$ cat src/rtl/rex_pkg.sv
package rex_pkg;

    localparam int CTRL_W = 32;
    localparam int CNT_W  = 32;
    localparam int N_LIM  = 4;

    typedef logic [CTRL_W-1:0] ctrl_t;
    typedef logic [CNT_W-1:0]  count_t;

    // Register bit that selects limit i; limits rise with i.
    function automatic int lim_bit(input int i);
        case (i)
            0:       return 8;
            1:       return 16;
            2:       return 24;
            default: return 31;
        endcase
    endfunction

    function automatic ctrl_t writable_mask();
        ctrl_t m = '0;
        for (int i = 0; i < N_LIM; i++) m[lim_bit(i)] = 1'b1;
        return m;
    endfunction

    localparam ctrl_t CTRL_MASK = writable_mask();

    typedef struct packed {
        logic   enable;
        count_t value;
    } limit_t;

    typedef struct packed {
        logic fire;
        logic err;
    } expiry_t;

endpackage

$ cat src/rtl/rex_ctrl_reg.sv
module rex_ctrl_reg
    import rex_pkg::*;
(
    input  logic  clk,
    input  logic  rst,
    input  logic  wr,
    input  ctrl_t wdata,
    output ctrl_t q
);
    ctrl_t q_r;

    always_ff @(posedge clk) begin
        if (rst)     q_r <= '0;
        else if (wr) q_r <= wdata & CTRL_MASK;
    end

    assign q = q_r;
endmodule

$ cat src/rtl/rex_limit_sel.sv
module rex_limit_sel
    import rex_pkg::*;
(
    input  ctrl_t  ctrl,
    output limit_t limit
);
    logic [N_LIM-1:0] hit;

    for (genvar i = 0; i < N_LIM; i++) begin : g_hit
        assign hit[i] = ctrl[lim_bit(i)];
    end

    // Walk from the largest limit down so the smallest selected one wins.
    always_comb begin
        limit = '0;
        for (int i = N_LIM - 1; i >= 0; i--) begin
            if (hit[i]) begin
                limit.enable = 1'b1;
                limit.value  = count_t'(1) << lim_bit(i);
            end
        end
    end
endmodule

$ cat src/rtl/rex_retry_cnt.sv
module rex_retry_cnt
    import rex_pkg::*;
(
    input  logic    clk,
    input  logic    rst,
    input  logic    clear,
    input  logic    retry,
    input  logic    err_en,
    input  limit_t  limit,
    output expiry_t expiry,
    output count_t  count
);
    count_t  cnt_q;
    logic    spent_q;
    expiry_t exp_q;
    count_t  cnt_inc;
    logic    advance;
    logic    reach;

    assign advance = retry && limit.enable && !spent_q;
    assign cnt_inc = cnt_q + count_t'(1);
    assign reach   = (cnt_inc >= limit.value);

    always_ff @(posedge clk) begin
        if (rst || clear) begin
            cnt_q   <= '0;
            spent_q <= 1'b0;
            exp_q   <= '0;
        end else begin
            exp_q <= '0;
            if (advance) begin
                cnt_q <= cnt_inc;
                if (reach) begin
                    spent_q    <= 1'b1;
                    exp_q.fire <= 1'b1;
                    exp_q.err  <= err_en;
                end
            end
        end
    end

    assign expiry = exp_q;
    assign count  = cnt_q;
endmodule

$ cat src/rtl/retry_expiry_top.sv
module retry_expiry_top
    import rex_pkg::*;
(
    input  logic        clk,
    input  logic        rst,
    input  logic        cfg_wr,
    input  logic [31:0] cfg_wdata,
    output logic [31:0] cfg_rdata,
    input  logic        req_start,
    input  logic        req_done,
    input  logic        retry_pulse,
    input  logic        err_report_en,
    output logic        expire_pulse,
    output logic        err_req
);
    ctrl_t   ctrl;
    limit_t  limit;
    expiry_t expiry;
    count_t  retry_count;

    rex_ctrl_reg u_reg (
        .clk   (clk),
        .rst   (rst),
        .wr    (cfg_wr),
        .wdata (cfg_wdata),
        .q     (ctrl)
    );

    rex_limit_sel u_sel (
        .ctrl  (ctrl),
        .limit (limit)
    );

    rex_retry_cnt u_cnt (
        .clk    (clk),
        .rst    (rst),
        .clear  (req_start | req_done),
        .retry  (retry_pulse),
        .err_en (err_report_en),
        .limit  (limit),
        .expiry (expiry),
        .count  (retry_count)
    );

    assign cfg_rdata    = ctrl;
    assign expire_pulse = expiry.fire;
    assign err_req      = expiry.err;
endmodule

$ cat config.mk
export PLATFORM = sky130hd
export DESIGN_NAME = retry_expiry_top
export DESIGN_NICKNAME = d
export VERILOG_FILES = /design/src/rtl/rex_pkg.sv /design/src/rtl/rex_ctrl_reg.sv /design/src/rtl/rex_limit_sel.sv /design/src/rtl/rex_retry_cnt.sv /design/src/rtl/retry_expiry_top.sv
export SDC_FILE = /design/constraint.sdc
export NUM_CORES = 1
export LEC_CHECK = 0
export ABC_AREA = 1
export BUFFER_PORTS_ARGS = -buffer_cell sky130_fd_sc_hd__buf_2
export CAP_MARGIN = 5
export CORE_UTILIZATION = 48
export CTS_BUF_LIST = sky130_fd_sc_hd__clkbuf_4 sky130_fd_sc_hd__clkbuf_8 sky130_fd_sc_hd__clkbuf_16
export CTS_CLUSTER_SIZE = 8
export DETAILED_ROUTE_END_ITERATION = 12
export PLACE_DENSITY = 0.76
export SETUP_SLACK_MARGIN = 0.02
export SLEW_MARGIN = 20
export SYNTH_ARGS = -nofsm -noshare
export SYNTH_HDL_FRONTEND = slang
export SYNTH_SLANG_ARGS = --single-unit
$ cat constraint.sdc
create_clock -name clk -period 2.07 [get_ports clk]
set_input_delay 0.414 -clock clk [delete_from_list [all_inputs] [get_ports clk]]
set_output_delay 0.414 -clock clk [all_outputs]
set_load 0.01 [all_outputs]
==> Yosys cells after proc, flatten, opt, wreduce, memory -nomap -nowiden <==
Index checks and enable logic that the tools add are counted.
{ "op_classes": {"magnitude_cmp": 1, "shifts": 4, "bitwise": 3, "muxes": 9, "n_reduce_logical": 7, "addsub": 1} }
{ "op_table": {"columns": ["operator", "count"], "rows": [
  ["two-way mux 33 bit", 4],
  ["two-way mux 32 bit", 4],
  ["<< shifter 1 x 32 -> 32 bit, first input constant", 4],
  ["adder 32 x 1 -> 32 bit, second input constant", 1],
  ["greater-or-equal comparator 32 bit", 1],
  ["OR reduction 3 bit", 1],
  ["logical AND 1 bit", 2],
  ["two-way mux 2 bit", 1],
  ["inverter 1 bit", 2],
  ["AND reduction 2 bit", 1],
  ["OR reduction 2 bit", 1],
  ["zero test 1 bit", 1],
  ["logical OR 1 bit", 1],
  ["OR 1 bit", 1]
]} }
{ "word_totals": {"out_inout_bits": 34, "register_bits": 39, "inputBits": 39, "word_cells": 30} }

==> Logic depth before layout (Yosys ltp) <==
Gate-level depths: netlist of run 1.
{ "depth": {"word_depth": 10, "mapped_depth": 19, "depth_no_buf": 19} }

==> Hierarchy <==
Synthesis of run 1 repeated with hierarchy kept, for this count alone.
{ "unflattened": {"hier_cells": 599, "hier_area_um2": 3758.6} }
{ "modules_own_cells": {"columns": ["module", "cells_per_inst", "area_per_inst_um2", "instances", "seq_area_each_um2"], "rows": [
  ["rex_retry_cnt", 500, 3095.5, 1, 700.7],
  ["rex_ctrl_reg", 55, 386.6, 1, 80.1],
  ["rex_limit_sel", 41, 265.3, 1, 0.0],
  ["retry_expiry_top", 3, 11.3, 1, 0.0]
]} }

==> Worst setup path before layout of run 1 <==
OpenSTA, ideal clock, no wires.
{ "synth_path": {"path_kind": "flip-flop to flip-flop", "startpoint": "register u_cnt.cnt_q[0], in the netlist u_cnt.count[0]", "endpoint": "register u_cnt.spent_q", "path_buffers": 0, "setup_ns": 0.113, "stages_incl_launch_ff": 20, "arrival_time_ns": 2.072, "required_time_ns": 1.957, "path_slack_ns": -0.116, "period_less_slack_ns": 2.186, "cell_sequence": "dfxtp_1 > ha_1 > nand3_1 > nor2_8 > inv_1 > nor2_1 > xnor2_1 > ha_1 > nand2_1 > nor2_1 > nand2_1 > nor2_1 > nor2_1 > nand2_1 > nand2_1 > nand2_1 > nand2_1 > nand2_1 > nand2_2 > nand2_1"} }
{ "synth_via": {"elab_chain_cells": 3} }
{ "synth_rtl": {"columns": ["item", "line", "text"], "rows": [
  ["start, declared", "rex_retry_cnt.sv:13", "count_t cnt_q;"],
  ["start signal, assigned", "rex_retry_cnt.sv:32", "cnt_q <= cnt_inc;"],
  ["adder 32 x 1 -> 32 bit", "rex_retry_cnt.sv:21", "assign cnt_inc = cnt_q + count_t'(1);"],
  ["greater-or-equal comparator 32 bit", "rex_retry_cnt.sv:22", "assign reach = (cnt_inc >= limit.value);"],
  ["AND reduction 2 bit (no line)", null, null],
  ["end signal, assigned", "rex_retry_cnt.sv:27", "spent_q <= 1'b0;"],
  ["end signal, assigned", "rex_retry_cnt.sv:34", "spent_q <= 1'b1;"],
  ["end, declared", "rex_retry_cnt.sv:14", "logic spent_q;"]
]} }
No other way between the ends.
A chain may end at the register's enable or synchronous reset.

==> Final worst setup path of run 1 <==
{ "layout_path": {"startpoint": "register u_cnt.cnt_q[1], in the netlist u_cnt.count[1]", "endpoint": "register u_cnt.spent_q"} }
{ "layout_via": {"elab_chain_cells": 3} }
{ "layout_rtl": {"columns": ["item", "line", "text"], "rows": [
  ["adder 32 x 1 -> 32 bit", "rex_retry_cnt.sv:21", null],
  ["named net u_cnt.cnt_inc[31]", "rex_retry_cnt.sv:16", "count_t cnt_inc;"],
  ["greater-or-equal comparator 32 bit", "rex_retry_cnt.sv:22", null],
  ["AND reduction 2 bit (no line)", null, null]
]} }
The timed path passes the listed nets, and every way through them passes these cells.

==> reports/qor.txt, run 1 <==
first-pass GRT wire length -> 11600 um
Layout Skew -> 0.00856 ns
top post-synthesis cells by area -> dfxtp_1, nand2_1, inv_1
area grow syn2layout -> 25.3%
Switching Fraction -> 0.285
CP startpoint kind -> flop
share of layout cells above drive strength 1 -> 0.250
die height -> 78.6 um
Slew @ Worst Pin -> 0.565 ns
final setup fails -> 3
Arrival @ worst endpoint -> 2.36 ns
DRT Pass-1 Iters -> 5
status -> finished, violations left
total wire length -> 7140 um
DRT antenna net count -> 0
fillcell total -> 519
Slew Limit Headroom -> 0.623
sequential share of the synthesized area -> 0.277
library cells used by synthesis -> 32
Antenna Cells -> 0
Min Hold Slack -> 0.313 ns
Final Hold Fails -> 0
Final Critical Period -> 2.16 ns
Hold WC Path Type -> input pin to flop
placed inst area -> 0.00329 mm^2
Yosys top cell area share -> 0.277
Cell Area, Synth -> 0.00282 mm^2
RSZ-0062 raised after global routing -> yes
fin crit share -> 1.04
CP Max Fanout -> 3
clock slew at reported path FFs -> 0.08 ns
power density over the cells -> 456 mW/mm^2
Worst R2R Path Depth -> 13
CTS HTree Levels -> 2
Seq pwr share -> 0.489
max frequency -> 464 MHz
slack of the critical path -> -0.0854 ns
Reg area -> 798 um^2
I/O Pins -> 73
CTS tree -> yes
Total Routing Usage GR -> 0.241
vias in the first global route -> 2672
GRT Residual Overflow -> 0
dpl hpwl -> 5250 um
die width -> 78.6 um
CP Data Required Time -> 2.27 ns
max_cap viols -> 0
average size of a mapped cell -> 6.18 um^2
clock sink count -> 39
WL/cell -> 11.8 um
maximum clock path buffer count -> 2
internal power -> 1.15 mW
Power, Total -> 1.61 mW
Num CTS Buffers -> 5
commonest non-fill, non-tap cells in the layout -> nand2_1, inv_1, buf_4
post-synthesis register bit count -> 39
sw power -> 0.460 mW
Worst VDD drop -> 0.378 mV
Multi-input gate area -> 0.00172 mm^2
Iter 0 DRT Violations -> 194
clock group share of total power -> 0.372
largest area contributor in the netlist -> dfxtp_1
Leak -> 1.78 nW
full die area -> 0.00618 mm^2
IO buf count -> 16
Nets -> 575
Slew Viols, Final -> 0
via count -> 2951
Logic pwr share -> 0.139
Syn Inst Count -> 456
violated checks -> setup timing
DRC -> 0
kind of critical path -> flop to flop
GPL Wtd Cong -> 0.873
final instance area -> 0.00353 mm^2
Final Core Density -> 0.634
hold path cells -> 3
worst skew pair latency -> 0.31 ns
initial antenna violation count -> 0
Fin Setup TNS -> -0.251 ns
row cnt -> 27
Core Region -> 0.00557 mm^2
Initial Util -> 0.506
vias per cell -> 4.89
Root Driver -> clkbuf_8
largest net degree at the start of global routing -> 34
Worst setup EP type -> flop
commonest non-fill, non-tap cell in the layout -> nand2_1
Syn. warnings -> 0
-- cells by family after synthesis --
kind of cell | share of synthesized area
adders and majority gates | 0.0222
DFF | 0.277
buffers and inverters | 0.185
AOI/OAI and AO/OA | 0.125
xor gates and xnor gates | 0.0217
other | 0.00133
and+or+nand+nor | 0.368
-- power by group through the flow --
stage	registers (mW)	logic, mW	clock network (mW)
finish	0.787	0.225	0.599
CTS	0.788	0.220	0.608
global route	0.790	0.254	0.632
floorplan	0.808	0.182	0
global placement	0.805	0.214	0
detailed placement	0.805	0.219	0
-- what timing repair did --
action	in CTS	in global routing
setup endpoints to repair	3	3
buffers inserted	6	3
gates resized for setup	16	5
pin swaps	6	8
gates cloned	0	0
endpoints found under the hold margin	0	0
hold buffers	0	0
-- final timing paths --
kind / from / slack (ns) / end
setup / recovery: u_cnt.count[1]$_SDFFE_PP0P_ / -0.09 / u_cnt.spent_q$_SDFFE_PP0P_
hold / removal: err_report_en / 0.31 / u_cnt.expiry[0]$_SDFF_PP0_
setup reg to reg: u_cnt.count[1]$_SDFFE_PP0P_ / -0.09 / u_cnt.spent_q$_SDFFE_PP0P_
hold reg to reg: u_cnt.spent_q$_SDFFE_PP0P_ / 0.48 / u_cnt.spent_q$_SDFFE_PP0P_
-- worst max-delay path: stages, from the launching register on --
cell and delay [ns]:
dfxtp_2 0.36, buf_4 0.11, nand2_1 0.07, nor2_4 0.13, nand3_4 0.11, nor2_4 0.11
nand3_2 0.10, xor2_1 0.18, ha_1 0.31, or2_2 0.30, nand2_1 0.07, nand2_1 0.06
nand2_2 0.08, nand2_1 0.05
-- layout make-up --
class,instances,area share
clock buffers,7,0.0273
clock inverters,1,0.00213
inverters,74,0.0786
multi-input cells,333,0.486
flip-flops and latches,39,0.226
well taps,72,0.0255
repair buffers,78,0.154
-- metrics by stage --
step / cells / setup WS (ns)
2_1_floorplan: 483 / 0.0379
3_3_place_gp: 587 / -0.0793
4_1_cts: 601 / -0.0570
5_1_grt: 604 / -0.243
6_report: 604 / -0.0854
3_5_place_dp: 587 / -0.119
-- per-layer routing --
layer | routed length [um] | global-route usage | vias up | share of wire
met3 | 413 | 0.0314 | 13 | 0.058
met5 | 0 | 0 | - | 0
li1 | - | - | 1522 | -
met2 | 3460 | 0.407 | 87 | 0.48
met1 | 3150 | 0.301 | 1329 | 0.44
met4 | 117 | 0.113 | 0 | 0.016
-- flip-flops by register name (all words and copies together), names as in the netlist --
register	count
u_cnt.count	32
u_reg.q	4
u_cnt.spent_q	1
u_cnt.expiry	2
-- Yosys cell counts (all sizes together) --
| library cell | n |
|---|---|
| conb | 1 |
| nor3 | 5 |
| buf | 29 |
| o21ai | 27 |
| nand2 | 126 |
| nand4 | 6 |
| clkinv | 1 |
| nor4 | 2 |
| dfxtp | 39 |
| inv | 73 |
| xor2 | 5 |
| or2 | 1 |
| nor2 | 59 |
| a21oi | 24 |
| xnor2 | 2 |
| o21bai | 2 |
| a211oi | 2 |
| o211ai | 9 |
| ha | 5 |
| nand3 | 30 |
| clkbuf | 8 |
No activity file was read; power rests on OpenSTA's default activity.
==> run 2, diff against run 1 <==
Settings changed: CELL_PAD_IN_SITES_DETAIL_PLACEMENT from default to 1, CELL_PAD_IN_SITES_GLOBAL_PLACEMENT from default to 1, CORE_UTILIZATION 48 to 33, PLACE_DENSITY 0.76 to default, PLACE_DENSITY_LB_ADDON from default to 0.1.
==> run 2 against run 1 <==
Compared with the run above: the flow still finishes with violations (setup timing); clock power is 17% higher; count of clock-buffer cells in the layout is 1 lower; first-iteration DRC count is 70% lower; global-route usage is 3.6 points lower; cell area is 5.8% higher; wire length is 20% higher; via count is 1.8% higher; utilization is 18 points lower; setup slack worse by 0.11 ns; sequential share of layout area is 1.4 points lower; sequential power hardly changed; non-clock buffer count is 15 higher; critical path type unchanged; critical endpoint is now u_cnt.expiry[0]$_SDFF_PP0_; largest power group unchanged.
==> reports/qor.txt, run 2 (synthesis gave the netlist of run 1 again) <==
via count -> 3003 (+1.8%)
Initial Util -> 0.341 (-0.164)
Fin Setup TNS -> -0.492 ns (-0.242 ns)
die height -> 94.4 um (+20%)
area grow syn2layout -> 32.5%
max incr delay on CP -> 0.36 ns (about the same)
Layout Skew -> 0.0103 ns (+0.00171 ns)
Hold WC Path Type -> input pin to flop
Slew Viols, Final -> 0 (unchanged)
gr busiest metal -> met2
final setup fails -> 3 (unchanged)
Final Critical Period -> 2.27 ns (+0.110 ns)
CTS tree -> yes
Antenna Cells -> 0 (unchanged)
Power, Total -> 1.74 mW (+7.8%)
Leak -> 1.88 nW (+5.2%)
Nets -> 590 (+2.6%)
max_cap viols -> 0 (unchanged)
Arrival @ worst endpoint -> 2.51 ns (+0.15 ns)
most frequent CP cell -> nand2_2
met1 global-route usage -> 0.249 (-0.0524)
final std cells w/o fill -> 652 (+7.9%)
slack of the critical path -> -0.195 ns (-0.110 ns)
worst skew pair latency -> 0.30 ns (about the same)
fillcell total -> 1116 (+120%)
share of layout cells above drive strength 1 -> 0.274 (+0.0242)
Slew @ Worst Pin -> 0.564 ns (-0.00118 ns)
initial antenna violation count -> 0 (unchanged)
slowest stage cell, crit path -> dfxtp_4
DP Worst Slack -> -0.288 ns (-0.169 ns)
full die area -> 0.00892 mm^2 (+44%)
Core Region -> 0.00826 mm^2 (+48%)
kind of critical path -> flop to flop
max reg flops -> 32 (unchanged)
CP Max Fanout -> 3 (unchanged)
commonest non-fill, non-tap cells in the layout -> nand2_1, buf_4, inv_1
die width -> 94.4 um (+20%)
vias in the first global route -> 2958 (+11%)
violated checks -> setup timing
grt met3 use -> 0.0242 (-0.00724)
met2 usage -> 0.379 (-0.0277)
RSZ-0062 raised after global routing -> yes
DRC -> 0 (unchanged)
Final Hold Fails -> 0 (unchanged)
Worst VDD drop -> 0.295 mV (-22%)
Num CTS Buffers -> 5 (unchanged)
CP cell instances -> buf_4 > buf_4 > nand2_2 > nor2_4 > nand3_4 > nor2_4 > nand3_2 > xor2_2 > ha_4 > nand3_2 > nor3_2 > nand2_2 > nand2_2 > nand2_2 > nor2_1
DRT Pass-1 Iters -> 4 (-1)
power density over the cells -> 465 mW/mm^2 (+1.9%)
clock slew at reported path FFs -> 0.08 ns (about the same)
Iter 0 DRT Violations -> 58 (-70%)
first-pass GRT wire length -> 14000 um (+21%)
CP startpoint kind -> flop
total wire length -> 8570 um (+20%)
CTS HTree Levels -> 2 (unchanged)
Total Routing Usage GR -> 0.205 (-0.0355)
max frequency -> 441 MHz (-4.8%)
vias per cell -> 4.61 (-5.7%)
I/O Pins -> 73 (unchanged)
status -> finished, violations left
WL/cell -> 13.1 um (+11%)
GPL Wtd Cong -> 0.793 (-9.2%)
Slew Limit Headroom -> 0.624 (+0.000785)
Placed Instances -> 634 (+8.0%)
IO buf count -> 16 (unchanged)
row cnt -> 33 (+22%)
GRT Residual Overflow -> 0 (unchanged)
commonest non-fill, non-tap cell in the layout -> nand2_1
largest net degree at the start of global routing -> 22 (-35%)
fin crit share -> 1.09 (+0.0530)
Root Driver -> clkbuf_8
DRT antenna net count -> 0 (unchanged)
clock sink count -> 39 (unchanged)
CP Data Required Time -> 2.31 ns (+0.04 ns)
dpl hpwl -> 6830 um (+30%)
maximum clock path buffer count -> 2 (unchanged)
Final Core Density -> 0.452 (-0.181)
Worst setup EP type -> flop
-- run 2: report_power, final --
group / internal (mW) / switching [mW] / leakage [nW]
Clock: 0.391 / 0.308 / 0.0612
Sequential: 0.769 / 0.0187 / 0.320
Combinational: 0.0895 / 0.160 / 1.50
Total: 1.25 / 0.486 / 1.88
-- run 2: worst max-delay path, delay by kind of cell, from the launching register on --
kind,cells,cell delay [ns]
xor+xnor,1,0.22
simple gates,11,1.12
buf+inv,2,0.21
fa+ha+maj,1,0.29
flops,1,0.36
-- run 2: per-stage QoR --
| stage | area [um^2] | hold WS (ns) |
|---|---|---|
| global route | 3740 | 0.328 |
| detailed placement | 3440 | 0.458 |
| finish | 3740 | 0.323 |
| global placement | 3440 | 0.451 |
| floorplan | 2960 | 0.427 |
| CTS | 3670 | 0.315 |
-- run 2: cell type report --
cell class                 instances  area, um^2  area share
multi-input combinational        333        1750       0.467
sequential                        39         791       0.212
timing repair buffer              93         671       0.180
inverter                          74         280      0.0750
tap                              105         131      0.0352
clock buffer                       6        82.6      0.0221
clock inverter                     2        35.0     0.00938
-- run 2: what timing repair did --
| action | 4_1_cts | 5_1_grt |
|---|---|---|
| resized for setup | 11 | 14 |
| cloned | 0 | 0 |
| hold buffers | 0 | 0 |
| hold endpoints to repair | 0 | 0 |
| pin swaps | 19 | 20 |
| setup buffers | 9 | 1 |
| endpoints found under the setup margin | 3 | 3 |
-- run 2: per-layer routing --
layer / vias up / wire (um)
met4: 0 / 82
met3: 8 / 161
li1: 1551 / -
met2: 35 / 4280
met5: - / 0
met1: 1409 / 4050
-- run 2: final timing paths --
kind         cells past startpoint                         end  slack (ns)                   startpoint
max                             15  u_cnt.expiry[0]$_SDFF_PP0_       -0.20  u_cnt.count[0]$_SDFFE_PP0P_
min                              3  u_cnt.expiry[0]$_SDFF_PP0_        0.32                err_report_en
max reg2reg                     15  u_cnt.expiry[0]$_SDFF_PP0_       -0.20  u_cnt.count[0]$_SDFFE_PP0P_
min reg2reg                      2  u_cnt.spent_q$_SDFFE_PP0P_        0.47   u_cnt.spent_q$_SDFFE_PP0P_
==> run 3, diff against run 2 <==
Settings changed: PLACE_DENSITY from default to 0.76, PLACE_DENSITY_LB_ADDON 0.1 to default.
==> run 3 against run 2 <==
Compared with the run above: the run still ends with setup timing left; via count up 2.1%; first-iteration DRC count rose by 6.9%; sequential cell count unchanged; utilization fell by 0.83 points; setup slack hardly changed; count of clock-buffer cells in the layout unchanged; clock power down 16%; die area is the same; power is 6.6% lower; critical path type unchanged; critical endpoint unchanged.
==> reports/qor.txt, run 3 (synthesis gave the netlist of run 1 again) <==
status -> finished, violations left
violated checks -> setup timing
area grow syn2layout -> 30.1%
share of layout cells above drive strength 1 -> 0.262 (-0.0127)
clock sink count -> 39 (unchanged)
initial antenna violation count -> 0 (unchanged)
Power, Total -> 1.62 mW (-6.6%)
Layout Skew -> 0.0156 ns (+0.00533 ns)
clock slew at reported path FFs -> 0.10 ns (+0.02 ns)
CTS tree -> yes
GRT Residual Overflow -> 0 (unchanged)
Root Driver -> clkbuf_8
power density over the cells -> 442 mW/mm^2 (-4.9%)
Initial Util -> 0.341 (unchanged)
full die area -> 0.00892 mm^2 (unchanged)
Slew Limit Headroom -> 0.634 (+0.0102)
CP Max Fanout -> 4 (+1)
final setup fails -> 3 (unchanged)
dpl hpwl -> 6910 um (+1.1%)
I/O Pins -> 73 (unchanged)
hold path cells -> 3 (unchanged)
total wire length -> 9160 um (+6.9%)
fillcell total -> 1134 (+1.6%)
final std cells w/o fill -> 648 (-0.61%)
Worst R2R Path Depth -> 15 (unchanged)
Worst setup EP type -> flop
Slew @ Worst Pin -> 0.548 ns (-0.0152 ns)
CTS HTree Levels -> 2 (unchanged)
Final Hold Fails -> 0 (unchanged)
fin crit share -> 1.09 (about the same)
DRT antenna net count -> 0 (unchanged)
maximum clock path buffer count -> 2 (unchanged)
vias in the first global route -> 3179 (+7.5%)
Worst VDD drop -> 0.316 mV (+7.0%)
Arrival @ worst endpoint -> 2.52 ns (about the same)
DRT Pass-1 Iters -> 4 (unchanged)
commonest non-fill, non-tap cells in the layout -> nand2_1, inv_1, buf_4
Leak -> 1.84 nW (-2.1%)
Worst Hold Launch -> err_report_en
row cnt -> 33 (unchanged)
r2r startpoint -> u_cnt.count[1]$_SDFFE_PP0P_
Min Hold Slack -> 0.308 ns (-0.0142 ns)
Iter 0 DRT Violations -> 62 (+6.9%)
max reg flops -> 32 (unchanged)
max frequency -> 441 MHz (about the same)
slack of the critical path -> -0.195 ns (-0.000235 ns)
via count -> 3066 (+2.1%)
commonest non-fill, non-tap cell in the layout -> nand2_1
Worst Hold Endpoint -> u_cnt.expiry[0]$_SDFF_PP0_
FF-to-FF End -> u_cnt.expiry[0]$_SDFF_PP0_
R2R Setup Slk -> -0.20 ns (about the same)
GPL Wtd Cong -> 0.805 (+1.5%)
CP Data Required Time -> 2.32 ns (about the same)
Num CTS Buffers -> 5 (unchanged)
largest net degree at the start of global routing -> 24 (+9.1%)
IO buf count -> 16 (unchanged)
DRC -> 0 (unchanged)
first-pass GRT wire length -> 14600 um (+4.3%)
Total Routing Usage GR -> 0.213 (+0.00714)
max_cap viols -> 0 (unchanged)
die width -> 94.4 um (unchanged)
CP startpoint kind -> flop
kind of critical path -> flop to flop
Placed Instances -> 627 (-1.1%)
Final Critical Period -> 2.27 ns (+0.000235 ns)
RSZ-0062 raised after global routing -> yes
WL/cell -> 14.1 um (+7.6%)
Antenna Cells -> 0 (unchanged)
worst skew pair latency -> 0.31 ns (about the same)
vias per cell -> 4.73 (+2.7%)
die height -> 94.4 um (unchanged)
Slew Viols, Final -> 0 (unchanged)
Core Region -> 0.00826 mm^2 (unchanged)
Nets -> 586 (-0.68%)
Hold WC Path Type -> input pin to flop
[run 3: cell count changes in the layout (fill, tap and decap cells not counted), moves of 3 or more]
cell | before | now
nand2_1 | 114 | 118
buf_6 | 0 | 3
nor2_2 | 5 | 2
dfxtp_1 | 33 | 30
buf_4 | 76 | 70
nand2_2 | 11 | 7
[run 3: critical path: stages (launching register included)]
cell	delay (ns)
dfxtp_4	0.38
ha_4	0.15
nand3_4	0.09
nor2_8	0.17
buf_6	0.12
nand3_4	0.07
nor2_4	0.13
nand2_2	0.08
xor2_2	0.16
ha_1	0.28
nand3_1	0.09
nor3_2	0.21
nand2_1	0.07
nand2_1	0.08
nand2_2	0.07
nor2_1	0.07
[run 3: how the worst max path moves through the flow]
stage	startpoint	endpoint	slack, ns	cells after the start
after global routing	u_cnt.count[1]$_SDFFE_PP0P_	u_cnt.expiry[0]$_SDFF_PP0_	-0.30	15
after global placement	u_cnt.count[15]$_SDFFE_PP0P_	u_cnt.spent_q$_SDFFE_PP0P_	-0.1	12
final	u_cnt.count[1]$_SDFFE_PP0P_	u_cnt.expiry[0]$_SDFF_PP0_	-0.20	15
after floorplan	u_cnt.count[5]$_SDFFE_PP0P_	u_cnt.spent_q$_SDFFE_PP0P_	0.04	12
after detailed placement	u_cnt.count[8]$_SDFFE_PP0P_	u_cnt.spent_q$_SDFFE_PP0P_	-0.13	12
after CTS	u_cnt.count[0]$_SDFFE_PP0P_	u_cnt.spent_q$_SDFFE_PP0P_	-0.14	19
[run 3: timing repair]
item | in CTS | in global routing
gates resized for setup | 11 | 14
hold buffers | 0 | 0
hold endpoints to repair | 0 | 0
pin swaps | 13 | 15
buffers inserted | 10 | 3
setup endpoints to repair | 3 | 4
[run 3: per-layer routing]
| metal | global-route usage | wire length (um) |
|---|---|---|
| met3 | 0.0282 | 305 |
| met2 | 0.412 | 4870 |
| met1 | 0.246 | 3900 |
| met4 | 0.0397 | 93 |
| met5 | 0 | 0 |
[run 3: final cells by class]
cell class | count | area [um^2] | area share
Multi-Input combinational cell | 333 | 1720 | 0.470
Sequential cell | 39 | 797 | 0.217
Timing Repair Buffer | 89 | 639 | 0.174
Inverter | 74 | 278 | 0.0757
Tap cell | 105 | 131 | 0.0358
Clock buffer | 6 | 82.6 | 0.0225
Clock inverter | 2 | 16.3 | 0.00444
[run 3: stage by stage]
stage,worst slack (ns),area [um^2],TNS [ns],util
final,-0.195,3670,-0.531,0.444
after global routing,-0.299,3670,-0.867,0.444
after CTS,-0.135,3580,-0.383,0.433
after detailed placement,-0.134,3380,-0.379,0.410
after global placement,-0.0979,3380,-0.275,0.410
after floorplan,0.0379,2960,0,-
[run 3: power by group]
part	internal (mW)	switching (mW)
Combinational	0.0857	0.162
Sequential	0.769	0.0188
Clock	0.273	0.313
Total	1.13	0.494
